--- config.mk ---
export PLATFORM = sky130hd
export DESIGN_NAME = prbs16_fib
export DESIGN_NICKNAME = d
export VERILOG_FILES = /design/src/rtl/prbs16_pkg.sv /design/src/rtl/prbs16_feedback.sv /design/src/rtl/prbs16_shifter.sv /design/src/rtl/prbs16_fib.sv
export SDC_FILE = /design/constraint.sdc
export NUM_CORES = 1
export LEC_CHECK = 0
export BUFFER_PORTS_ARGS = -buffer_cell sky130_fd_sc_hd__buf_2
export CORE_MARGIN = 2
export CORE_UTILIZATION = 35
export CTS_CLUSTER_SIZE = 40
export DETAILED_ROUTE_END_ITERATION = 16
export GPL_TIMING_DRIVEN = 0
export RECOVER_POWER = 100
export SLEW_MARGIN = 20
export SYNTH_ARGS = -nofsm -noshare
export SYNTH_HDL_FRONTEND = slang
export SYNTH_SLANG_ARGS = --single-unit
--- constraint.sdc ---
create_clock -name clk -period 0.9 [get_ports clk]
set_input_delay 0.135 -clock clk [delete_from_list [all_inputs] [get_ports clk]]
set_output_delay 0.135 -clock clk [all_outputs]
set_load 0.05 [all_outputs]
--- src/rtl/prbs16_pkg.sv ---
// Package: shared widths, seed and tap set for the 16-bit pseudo-random source.
// Assumes positions are counted 1..WIDTH from the left (port bit WIDTH-1).
package prbs16_pkg;
    localparam int PRBS_W = 16;
    localparam int N_TAPS = 4;
    localparam logic [PRBS_W-1:0] PRBS_SEED = 16'hACE1;
    localparam int TAP_POS [N_TAPS] = '{16, 14, 13, 11};

    typedef logic [PRBS_W-1:0] prbs_word_t;

    // Turn left-counted tap positions into a bit mask over port bit indices.
    function automatic prbs_word_t build_tap_mask();
        prbs_word_t m;
        m = '0;
        for (int i = 0; i < N_TAPS; i++) begin
            m[PRBS_W - TAP_POS[i]] = 1'b1;
        end
        return m;
    endfunction

    localparam prbs_word_t TAP_MASK = build_tap_mask();
endpackage

--- src/rtl/prbs16_feedback.sv ---
// Module: feedback network. Returns the XOR of the tapped register bits.
// Assumes the tap mask comes from the package; purely combinational.
module prbs16_feedback
    import prbs16_pkg::*;
#(
    parameter int W = PRBS_W,
    parameter logic [W-1:0] MASK = TAP_MASK
) (
    input  logic [W-1:0] cur_state,
    output logic         fb_bit
);
    localparam int NBITS = W;

    logic [NBITS:0] chain;

    assign chain[0] = 1'b0;

    // One XOR stage per register bit, each gated by the mask.
    for (genvar i = 0; i < NBITS; i++) begin : g_xor
        assign chain[i+1] = chain[i] ^ (cur_state[i] & MASK[i]);
    end

    assign fb_bit = chain[NBITS];
endmodule

--- src/rtl/prbs16_shifter.sv ---
// Module: shift register of W flops moving toward bit 0. Bit W-1 takes
// the feedback bit. Synchronous active-low reset loads SEED.
module prbs16_shifter
    import prbs16_pkg::*;
#(
    parameter int W = PRBS_W,
    parameter logic [W-1:0] SEED = PRBS_SEED
) (
    input  logic         clk,
    input  logic         rst_n,
    input  logic         fb_in,
    output logic [W-1:0] q
);
    logic [W-1:0] d;

    // Next value of each flop: the left neighbour, or feedback at the left end.
    for (genvar i = 0; i < W; i++) begin : g_stage
        if (i == W-1) begin : g_head
            assign d[i] = fb_in;
        end else begin : g_body
            assign d[i] = q[i+1];
        end
    end

    // Register update: reload on reset, otherwise shift one place.
    always_ff @(posedge clk) begin
        if (!rst_n) q <= SEED;
        else        q <= d;
    end

    AST_SHIFT_RIGHT: assert property (@(posedge clk) disable iff (!rst_n)
        rst_n |=> (q[W-2:0] == $past(q[W-1:1]))) else $error("shift");
endmodule

--- src/rtl/prbs16_fib.sv ---
// Module: top of the 16-bit external-feedback pseudo-random bit source.
// Joins the feedback network to the shifter and brings out the stream.
// Assumes one advance per rising edge and a synchronous active-low reset.
module prbs16_fib
    import prbs16_pkg::*;
(
    input  logic              clk,
    input  logic              rst_n,
    output logic [PRBS_W-1:0] lfsr_state,
    output logic              serial_out
);
    logic       fb;
    prbs_word_t st;

    prbs16_feedback #(.W(PRBS_W), .MASK(TAP_MASK)) u_fb (
        .cur_state (st),
        .fb_bit    (fb)
    );

    prbs16_shifter #(.W(PRBS_W), .SEED(PRBS_SEED)) u_sr (
        .clk   (clk),
        .rst_n (rst_n),
        .fb_in (fb),
        .q     (st)
    );

    assign lfsr_state = st;
    assign serial_out = st[0];

    AST_SEED_LOAD: assert property (@(posedge clk)
        !rst_n |=> (st == PRBS_SEED)) else $error("seed");
    AST_FEEDBACK_IN: assert property (@(posedge clk) disable iff (!rst_n)
        rst_n |=> (st[PRBS_W-1] == $past(st[0] ^ st[2] ^ st[3] ^ st[5]))) else $error("fb");
    AST_FIRST_STEP: assert property (@(posedge clk) disable iff (!rst_n)
        (st == PRBS_SEED) |=> (st == 16'h5670)) else $error("first");
    AST_NEVER_ZERO: assert property (@(posedge clk) disable iff (!rst_n)
        $past(!rst_n) |-> (st != '0)) else $error("zero");
endmodule

==> results of run 1 <==
[per-stage QoR]
step	TNS [ns]	util, %	std cells	cell area [µm²]	setup slack [ns]
2_1_floorplan	-0.000338	-	37	475	-0.000338
3_3_place_gp	0	46.1	70	584	0.0575
3_5_place_dp	0	46.1	70	584	0.0753
4_1_cts	-0.640	60.3	75	764	-0.128
5_1_grt	-1.02	63.5	75	806	-0.152
6_report	-0.437	63.5	75	806	-0.122
[critical path, cell delays in order, from the launching register on]
cell and delay, ns:
dfxtp_4 0.36, buf_6 0.11, buf_8 0.14
[layer usage]
layer / vias up / wire (µm) / GRT usage [%]
li1: 156 / - / -
met1: 139 / 375 / 14.8
met2: 9 / 371 / 15.3
met3: 2 / 48 / 3.33
met4: 0 / 10 / 10.0
met5: - / 0 / 0
[path summary, 6_finish.rpt]
path,startpoint,end,slack [ns],cells after the start
min,rst_n,u_sr.q[0]$_SDFF_PN1_,0.08,2
max reg2reg,u_sr.q[0]$_SDFF_PN1_,u_sr.q[15]$_SDFF_PN1_,-0.07,4
max,u_sr.q[0]$_SDFF_PN1_,lfsr_state[0],-0.12,2
min reg2reg,u_sr.q[1]$_SDFF_PN0_,u_sr.q[0]$_SDFF_PN1_,0.45,1
[layout by cell type (no fill, tap or decap)]
master and count:
dfxtp_2 12, and2_2 1, clkbuf_8 1, dfxtp_4 4, buf_2 2, or2b_1 2, and2_1 7, buf_8 13
nand2_1 1, xor2_1 1, xnor2_1 1, buf_6 4, xor2_2 1, nand2b_1 5, clkbuf_4 3, buf_4 2
[cell type report]
cell class	instances	area (µm²)	share of cell area, %
Multi-Input combinational cell	19	135	16.8
Clock buffer	4	36.3	4.50
Tap cell	15	18.8	2.33
Buffer	2	16.3	2.02
Timing Repair Buffer	19	249	30.9
Sequential cell	16	350	43.5
[logic make-up after synthesis]
kind of cell  share of synthesized area [%]
simple gates                           22.0
buf+inv                                2.72
flops                                  69.6
xor+xnor                               5.71
[timing repair]
item | 4_1_cts | 5_1_grt
setup endpoints to repair | 17 | 18
gates resized for setup | 50 | 10
setup buffers | 1 | 0
pin swaps | 1 | 0
[report_power, final]
part	internal, W	total, W	leakage (nW)	switching, W
logic	0.000166	0.000389	0.196	0.000223
clock network	0.000246	0.000463	0.0210	0.000217
registers	0.000759	0.000799	0.135	0.0000402
total	0.00117	0.00165	0.352	0.000480
==> results.py, run 1 <==
metrics = {
    "run_status": {
        "outcome": "finished, violations left",
        "violations": "setup timing",
    },
    "place": {
        "portBuffers": 18,
        "post-dp-hpwl_um": 504,
        "gp_congestion": 0.603,
    },
    "route": {
        "first_pass_iters": 4,
        "drc": 0,
        "wl_per_cell_um": 10.7,
        "vias_per_cell": 4.08,
        "drtIter0Drc": 1,
        "ant_nets": 0,
        "routed_wl_um": 805,
        "vias": 306,
    },
    "floorplanning": {
        "die_w_um": 40.3,
        "coreArea_um2": 1270,
        "dieArea_um2": 1620,
        "rows": 13,
        "io_pins": 19,
        "die_h_um": 40.3,
        "start_util_pct": 36.3,
    },
    "timing": {
        "rsz0062_at_grt": "true",
        "final-setup-viol-count": 14,
        "slew_headroom_pct": 89.6,
        "max_freq_mhz": 978,
        "finalHoldViolCount": 0,
        "period_share_pct": 114,
        "holdWs_ns": 0.0832,
        "worst_pin_slew_ns": 0.156,
        "drv_slew": 0,
        "skew_ns": 0.00564,
        "period_minus_slack_ns": 1.02,
        "setup_ws_ns": -0.122,
    },
    "yosys": {
        "synth-edff-count": 0,
        "synthFlopType": "dfxtp_1",
        "synth_top_area_cell": "dfxtp_1",
        "yosys_warnings": 0,
        "synth_top_area_share_pct": 69.6,
        "yosysSeqAreaShare_pct": 69.6,
        "syn_area_um2": 460,
        "synthArstFlopShare_pct": 0,
        "synth-seq-cells": 16,
        "yosys.cell_types.count": 10,
        "synth_common_cells": "dfxtp_1, and2_1, nand2b_1",
        "syn_area_per_cell_um2": 12.4,
        "synth_nets": 39,
        "synth_cells": 37,
        "yosysMostFrequentCell": "dfxtp_1",
        "synth.top_cells.by_area": "dfxtp_1, and2_1, nand2b_1",
    },
    "clocking": {
        "clk-insertion-delay-late_ns": 0.28,
        "clkTransAtPathRegs_ns": 0.09,
        "cts_root_buf": "clkbuf_4",
        "cts_sinks": 16,
        "cts_tree": "done",
        "ctsHtreeMaxLevel": 1,
        "ctsHoldBuffers": 0,
        "ctsLongestPathBuffers": 2,
        "cts_inserted_buffers": 3,
    },
    "power_and_ir_drop": {
        "power_w": 0.00165,
        "power_density_nw_per_um2": 2050,
        "ir_worst_vdd_v": 0.00101,
        "power_leakage_nw": 0.352,
    },
    "cells_and_area": {
        "regMostFlops": "u_sr.q",
        "final_nets": 63,
        "syn_to_final_growth_pct": 75.0,
        "fill_cells": 109,
        "top_regs": "u_sr.q: 16 flops",
        "largest_register_ffs": 16,
        "diodes": 0,
        "layout-drive-gt1-share_pct": 71.7,
    },
    "min_path": {
        "hold_class": "primary input to flop",
    },
    "global_routing": {
        "first_global_vias": 255,
        "grt_pass1_wl_um": 1120,
        "grt_use_total_pct": 11.5,
        "grt_max_degree": 11,
        "grt_remaining_overflow": 0,
        "antenna_found_initial": 0,
    },
    "critical_path": {
        "worstPathRequired_ns": 0.76,
        "worstPathMaxFanout": 3,
        "critical_path_class": "flop to output port",
        "start_kind": "flop",
        "arrival_ns": 0.89,
        "endpoint_kind": "output port",
    },
    "job": {
        "max_cap_viol_count": 0,
    },
}
(Power assumes the default switching activity.)
==> inputs of run 2 (changes only) <==
- CTS_BUF_LIST: not set -> sky130_fd_sc_hd__clkbuf_8
==> run 2 against run 1 <==
- the run still ends with setup timing left
- utilization is 2.1 points lower
- combinational power is 6.2% lower
- sequential power is 2% lower
- critical endpoint unchanged
- largest power group unchanged
==> results.py, run 2 (same netlist as run 1, synthesis figures left out) <==
metrics = {
    "run_status": {
        "outcome": "finished, violations left",
        "violations": "setup timing",
    },
    "cells_and_area": {
        "design_area_um2": 779,
        "syn_to_final_growth_pct": 69.3,
        "fill_cells": 110,
        "regMostFlops": "u_sr.q",
        "diodes": 0,
        "largest_register_ffs": 16,
        "final_nets": 63,
        "layout_commonest_cell": "buf_6",
        "layout-drive-gt1-share_pct": 51.7,
        "fin_util_pct": 61.4,
        "final_cell_mix": "buf_6, dfxtp_1, and2_1",
        "finalNonFillerCells": 75,
        "top_regs": "u_sr.q: 16 flops",
    },
    "critical_path": {
        "worstPathMaxFanout": 3,
        "crit_path_cell_trace": "buf_6, buf_8",
        "slowest_stage": "dfxtp_4",
        "worstPathRequired_ns": 0.76,
        "max_stage_delay_ns": 0.35,
        "endpoint_kind": "output port",
        "arrival_ns": 0.84,
        "critical_path_class": "flop to output port",
        "start_kind": "flop",
    },
    "global_routing": {
        "met3_usage_pct": 5.00,
        "grt_util_met2_pct": 14.5,
        "antenna_found_initial": 0,
        "grt_max_degree": 11,
        "first_global_vias": 246,
        "use_met1_pct": 14.8,
        "top_usage_layer": "met1",
        "grt_use_total_pct": 11.3,
        "grt_remaining_overflow": 0,
        "grt_pass1_wl_um": 1120,
    },
    "floorplanning": {
        "rows": 13,
        "die_w_um": 40.3,
        "start_util_pct": 36.3,
        "coreArea_um2": 1270,
        "dieArea_um2": 1620,
        "die_h_um": 40.3,
        "io_pins": 19,
    },
    "power_and_ir_drop": {
        "p_seq_share_pct": 44.5,
        "power_density_nw_per_um2": 2270,
        "intPower_w": 0.00128,
        "clkPwrFrac_pct": 34.9,
        "switchingPower_w": 0.000488,
        "power_leakage_nw": 0.348,
        "power_w": 0.00177,
        "comb_power_share_pct": 20.6,
        "swShare_pct": 27.6,
        "ir_worst_vdd_v": 0.00158,
    },
    "timing": {
        "finalHoldViolCount": 0,
        "rsz0062_at_grt": "true",
        "holdWs_ns": 0.121,
        "period_share_pct": 108,
        "max_freq_mhz": 1030,
        "worst_pin_slew_ns": 0.153,
        "skew_ns": 0.00158,
        "drv_slew": 0,
        "period_minus_slack_ns": 0.974,
        "final-setup-viol-count": 4,
        "slew_headroom_pct": 89.8,
        "setup_ws_ns": -0.0740,
    },
    "min_path": {
        "hold_class": "primary input to flop",
    },
    "clocking": {
        "ctsHtreeMaxLevel": 1,
        "ctsLongestPathBuffers": 2,
        "clkTransAtPathRegs_ns": 0.06,
        "ctsHoldBuffers": 0,
        "cts_tree": "done",
        "cts_sinks": 16,
        "cts_root_buf": "clkbuf_8",
        "cts_inserted_buffers": 3,
        "clk-insertion-delay-late_ns": 0.24,
    },
    "route": {
        "wl_per_cell_um": 10.5,
        "ant_nets": 0,
        "drc": 0,
        "routed_wl_um": 785,
        "vias": 302,
        "vias_per_cell": 4.03,
        "drtIter0Drc": 1,
        "first_pass_iters": 2,
    },
    "job": {
        "max_cap_viol_count": 0,
    },
    "place": {
        "postPlaceCellArea_um2": 584,
        "gp_congestion": 0.603,
        "portBuffers": 18,
        "placed_cells": 70,
        "post-dp-hpwl_um": 504,
    },
}
==> run 2: cell counts in the layout (fill, tap and decap cells not counted) <==
No cell type changed its count.
==> run 2: worst max-delay path, delay by kind of cell (launching register included) <==
family | cells | cell delay [ns]
flip-flops | 1 | 0.35
buffers and inverters | 2 | 0.25
==> run 2: final timing paths <==
check,from,to,slack (ns),depth (start not counted)
worst min register to register,u_sr.q[7]$_SDFF_PN1_,u_sr.q[6]$_SDFF_PN1_,0.46,1
worst max-delay path,u_sr.q[0]$_SDFF_PN1_,lfsr_state[0],-0.07,2
worst min-delay path,rst_n,u_sr.q[0]$_SDFF_PN1_,0.12,2
worst max register to register,u_sr.q[0]$_SDFF_PN1_,u_sr.q[15]$_SDFF_PN1_,-0.04,4
==> run 2: what timing repair did <==
| action | 4_1_cts | 5_1_grt |
|---|---|---|
| pin swaps | 1 | 2 |
| hold endpoints to repair | 0 | 0 |
| gates resized for setup | 30 | 21 |
| setup endpoints to repair | 17 | 18 |
| cloned | 0 | 0 |
| buffers inserted | 1 | 0 |
==> run 2: metal layers <==
layer  up-vias  routed length [µm]  share of wire (%)
met2         9                 374                 48
met3         0                  48                6.1
met4         0                   0                  0
met1       139                 362                 46
li1        154                   -                  -
met5         -                   0                  0
==> run 2: cell type report <==
class / instances / area, µm² / area share [%]
multi-input combinational: 19 / 135 / 17.3
timing repair buffer: 19 / 219 / 28.1
buffer: 2 / 16.3 / 2.09
tap: 15 / 18.8 / 2.41
clock buffer: 4 / 55.1 / 7.06
sequential: 16 / 335 / 43.0
==> run 2: per-stage QoR <==
step | setup TNS [ns] | setup slack (ns)
CTS | -0.161 | -0.0721
global route | -0.482 | -0.103
detailed placement | 0 | 0.0753
floorplan | -0.000338 | -0.000338
finish | -0.144 | -0.0740
global placement | 0 | 0.0575
==> run 2: power groups by stage <==
| stage | Sequential (W) | Combinational, W | Clock [W] |
|---|---|---|---|
| 2_1_floorplan | 0.000958 | 0.0000594 | 0 |
| 3_3_place_gp | 0.000790 | 0.000288 | 0 |
| 3_5_place_dp | 0.000789 | 0.000288 | 0 |
| 4_1_cts | 0.000782 | 0.000347 | 0.000627 |
| 5_1_grt | 0.000793 | 0.000382 | 0.000675 |
| 6_report | 0.000787 | 0.000365 | 0.000618 |
==> inputs of run 3 (changes only) <==
- GPL_TIMING_DRIVEN: 0 -> not set
- MAX_ROUTING_LAYER: not set -> met4
==> run 3 against run 2 <==
- the run still ends with setup timing left
- critical path depth decreased by 1
- sequential cell count unchanged
- routed wire length decreased by 1.1%
- critical endpoint unchanged
- largest cell class unchanged
- highest routed layer is now met4
==> results.py, run 3 (same netlist as run 1, synthesis figures left out) <==
metrics = {
    "cells_and_area": {
        "final_cell_mix": "buf_6, dfxtp_1, and2_1",
        "largest_register_ffs": 16,
        "layout-drive-gt1-share_pct": 49.1,
        "regMostFlops": "u_sr.q",
        "syn_to_final_growth_pct": 63.9,
        "finalNonFillerCells": 72,
        "top_regs": "u_sr.q: 16 flops",
        "diodes": 0,
        "fin_util_pct": 59.5,
        "final_nets": 60,
    },
    "route": {
        "first_pass_iters": 2,
        "routed_wl_um": 776,
        "wl_per_cell_um": 10.8,
        "drtIter0Drc": 1,
        "ant_nets": 0,
        "drc": 0,
        "vias": 291,
        "vias_per_cell": 4.04,
    },
    "global_routing": {
        "grt_pass1_wl_um": 1190,
        "grt_max_degree": 17,
        "antenna_found_initial": 0,
        "grt_remaining_overflow": 0,
        "first_global_vias": 260,
        "grt_use_total_pct": 12.6,
    },
    "critical_path": {
        "critical_path_class": "flop to output port",
        "reg2reg_from": "u_sr.q[2]$_SDFF_PN0_",
        "start_kind": "flop",
        "slowest_stage": "dfxtp_4",
        "r2r_setup_slack_ns": 0.04,
        "crit_path_cell_trace": "buf_8",
        "critPathBufInv": 1,
        "timing.rr.end": "u_sr.q[15]$_SDFF_PN1_",
        "endpoint_kind": "output port",
        "crit_start": "u_sr.q[0]$_SDFF_PN1_",
        "arrival_ns": 0.77,
        "crit_cells": 1,
        "worstPathRequired_ns": 0.76,
        "critPathTopFamily": "flip-flops",
        "max_stage_delay_ns": 0.38,
        "reg2regPathDepth": 3,
        "worstPathMaxFanout": 3,
        "endpoint": "lfsr_state[0]",
    },
    "floorplanning": {
        "die_h_um": 40.3,
        "start_util_pct": 36.3,
        "dieArea_um2": 1620,
        "rows": 13,
        "die_w_um": 40.3,
        "io_pins": 19,
        "coreArea_um2": 1270,
    },
    "power_and_ir_drop": {
        "power_density_nw_per_um2": 2230,
        "power_leakage_nw": 0.334,
        "ir_worst_vdd_v": 0.00109,
    },
    "clocking": {
        "clkTransAtPathRegs_ns": 0.06,
        "cts_inserted_buffers": 3,
        "clk-insertion-delay-late_ns": 0.24,
        "cts_sinks": 16,
        "ctsLongestPathBuffers": 2,
        "cts_setup_buffers": 0,
        "ctsHtreeMaxLevel": 1,
        "ctsHoldBuffers": 0,
        "cts_root_buf": "clkbuf_8",
        "cts_tree": "done",
    },
    "timing": {
        "holdWs_ns": 0.186,
        "worst_pin_slew_ns": 0.224,
        "period_share_pct": 101,
        "final-setup-viol-count": 3,
        "max_freq_mhz": 1100,
        "skew_ns": 0.00399,
        "period_minus_slack_ns": 0.908,
        "finalHoldViolCount": 0,
        "setup_ws_ns": -0.00785,
        "rsz0062_at_grt": "true",
        "drv_slew": 0,
        "slew_headroom_pct": 85.1,
    },
    "run_status": {
        "outcome": "finished, violations left",
        "violations": "setup timing",
    },
    "place": {
        "pre_cts_ws_ns": 0.0750,
        "gp_congestion": 0.679,
        "portBuffers": 18,
        "placed_cells": 68,
    },
    "min_path": {
        "hold_class": "primary input to flop",
    },
    "job": {
        "max_cap_viol_count": 0,
    },
}
-- run 3: worst min path at each step --
stage / end / slack, ns / start / cells past startpoint
6_report: u_sr.q[0]$_SDFF_PN1_ / 0.19 / rst_n / 2
5_1_grt: u_sr.q[10]$_SDFF_PN1_ / 0.22 / rst_n / 2
4_1_cts: u_sr.q[15]$_SDFF_PN1_ / 0.18 / rst_n / 2
3_5_place_dp: u_sr.q[0]$_SDFF_PN1_ / 0.42 / u_sr.q[1]$_SDFF_PN0_ / 1
3_3_place_gp: u_sr.q[11]$_SDFF_PN1_ / 0.41 / u_sr.q[12]$_SDFF_PN0_ / 1
2_1_floorplan: u_sr.q[0]$_SDFF_PN1_ / 0.21 / rst_n / 1
-- run 3: metal layers --
layer	vias up	share of wire (%)	GRT usage, %	wire length (µm)
met1	132	48	15.4	372
met2	9	45	15.7	353
met3	2	5.3	5.56	41
li1	148	-	-	-
met4	0	0.90	10.0	7
met5	-	0	-	0
-- run 3: power by group --
part           internal [W]  total (W)  leakage [nW]  switching [W]
Clock              0.000302   0.000533        0.0269       0.000231
Combinational      0.000139   0.000356         0.173       0.000217
Sequential         0.000754   0.000793         0.135      0.0000397
-- run 3: final cells by class --
class	instances	area, µm²
Fill cell	103	514
Timing Repair Buffer	18	219
Sequential cell	16	337
Clock inverter	1	3.75
Tap cell	15	18.8
Multi-Input combinational cell	19	135
Clock buffer	3	41.3
-- run 3: metrics by stage --
step	setup TNS (ns)	power, W	area [µm²]
2_1_floorplan	-0.000338	0.00102	475
3_3_place_gp	0	0.00107	572
3_5_place_dp	0	0.00107	572
4_1_cts	-0.00965	0.00167	718
5_1_grt	-0.281	0.00175	754
6_report	-0.0155	0.00168	754
-- run 3: what timing repair did --
action                                  CTS  global route
pin swaps                                 0             2
endpoints found under the hold margin     0             0
resized for setup                        34            18
endpoints found under the setup margin   17            17
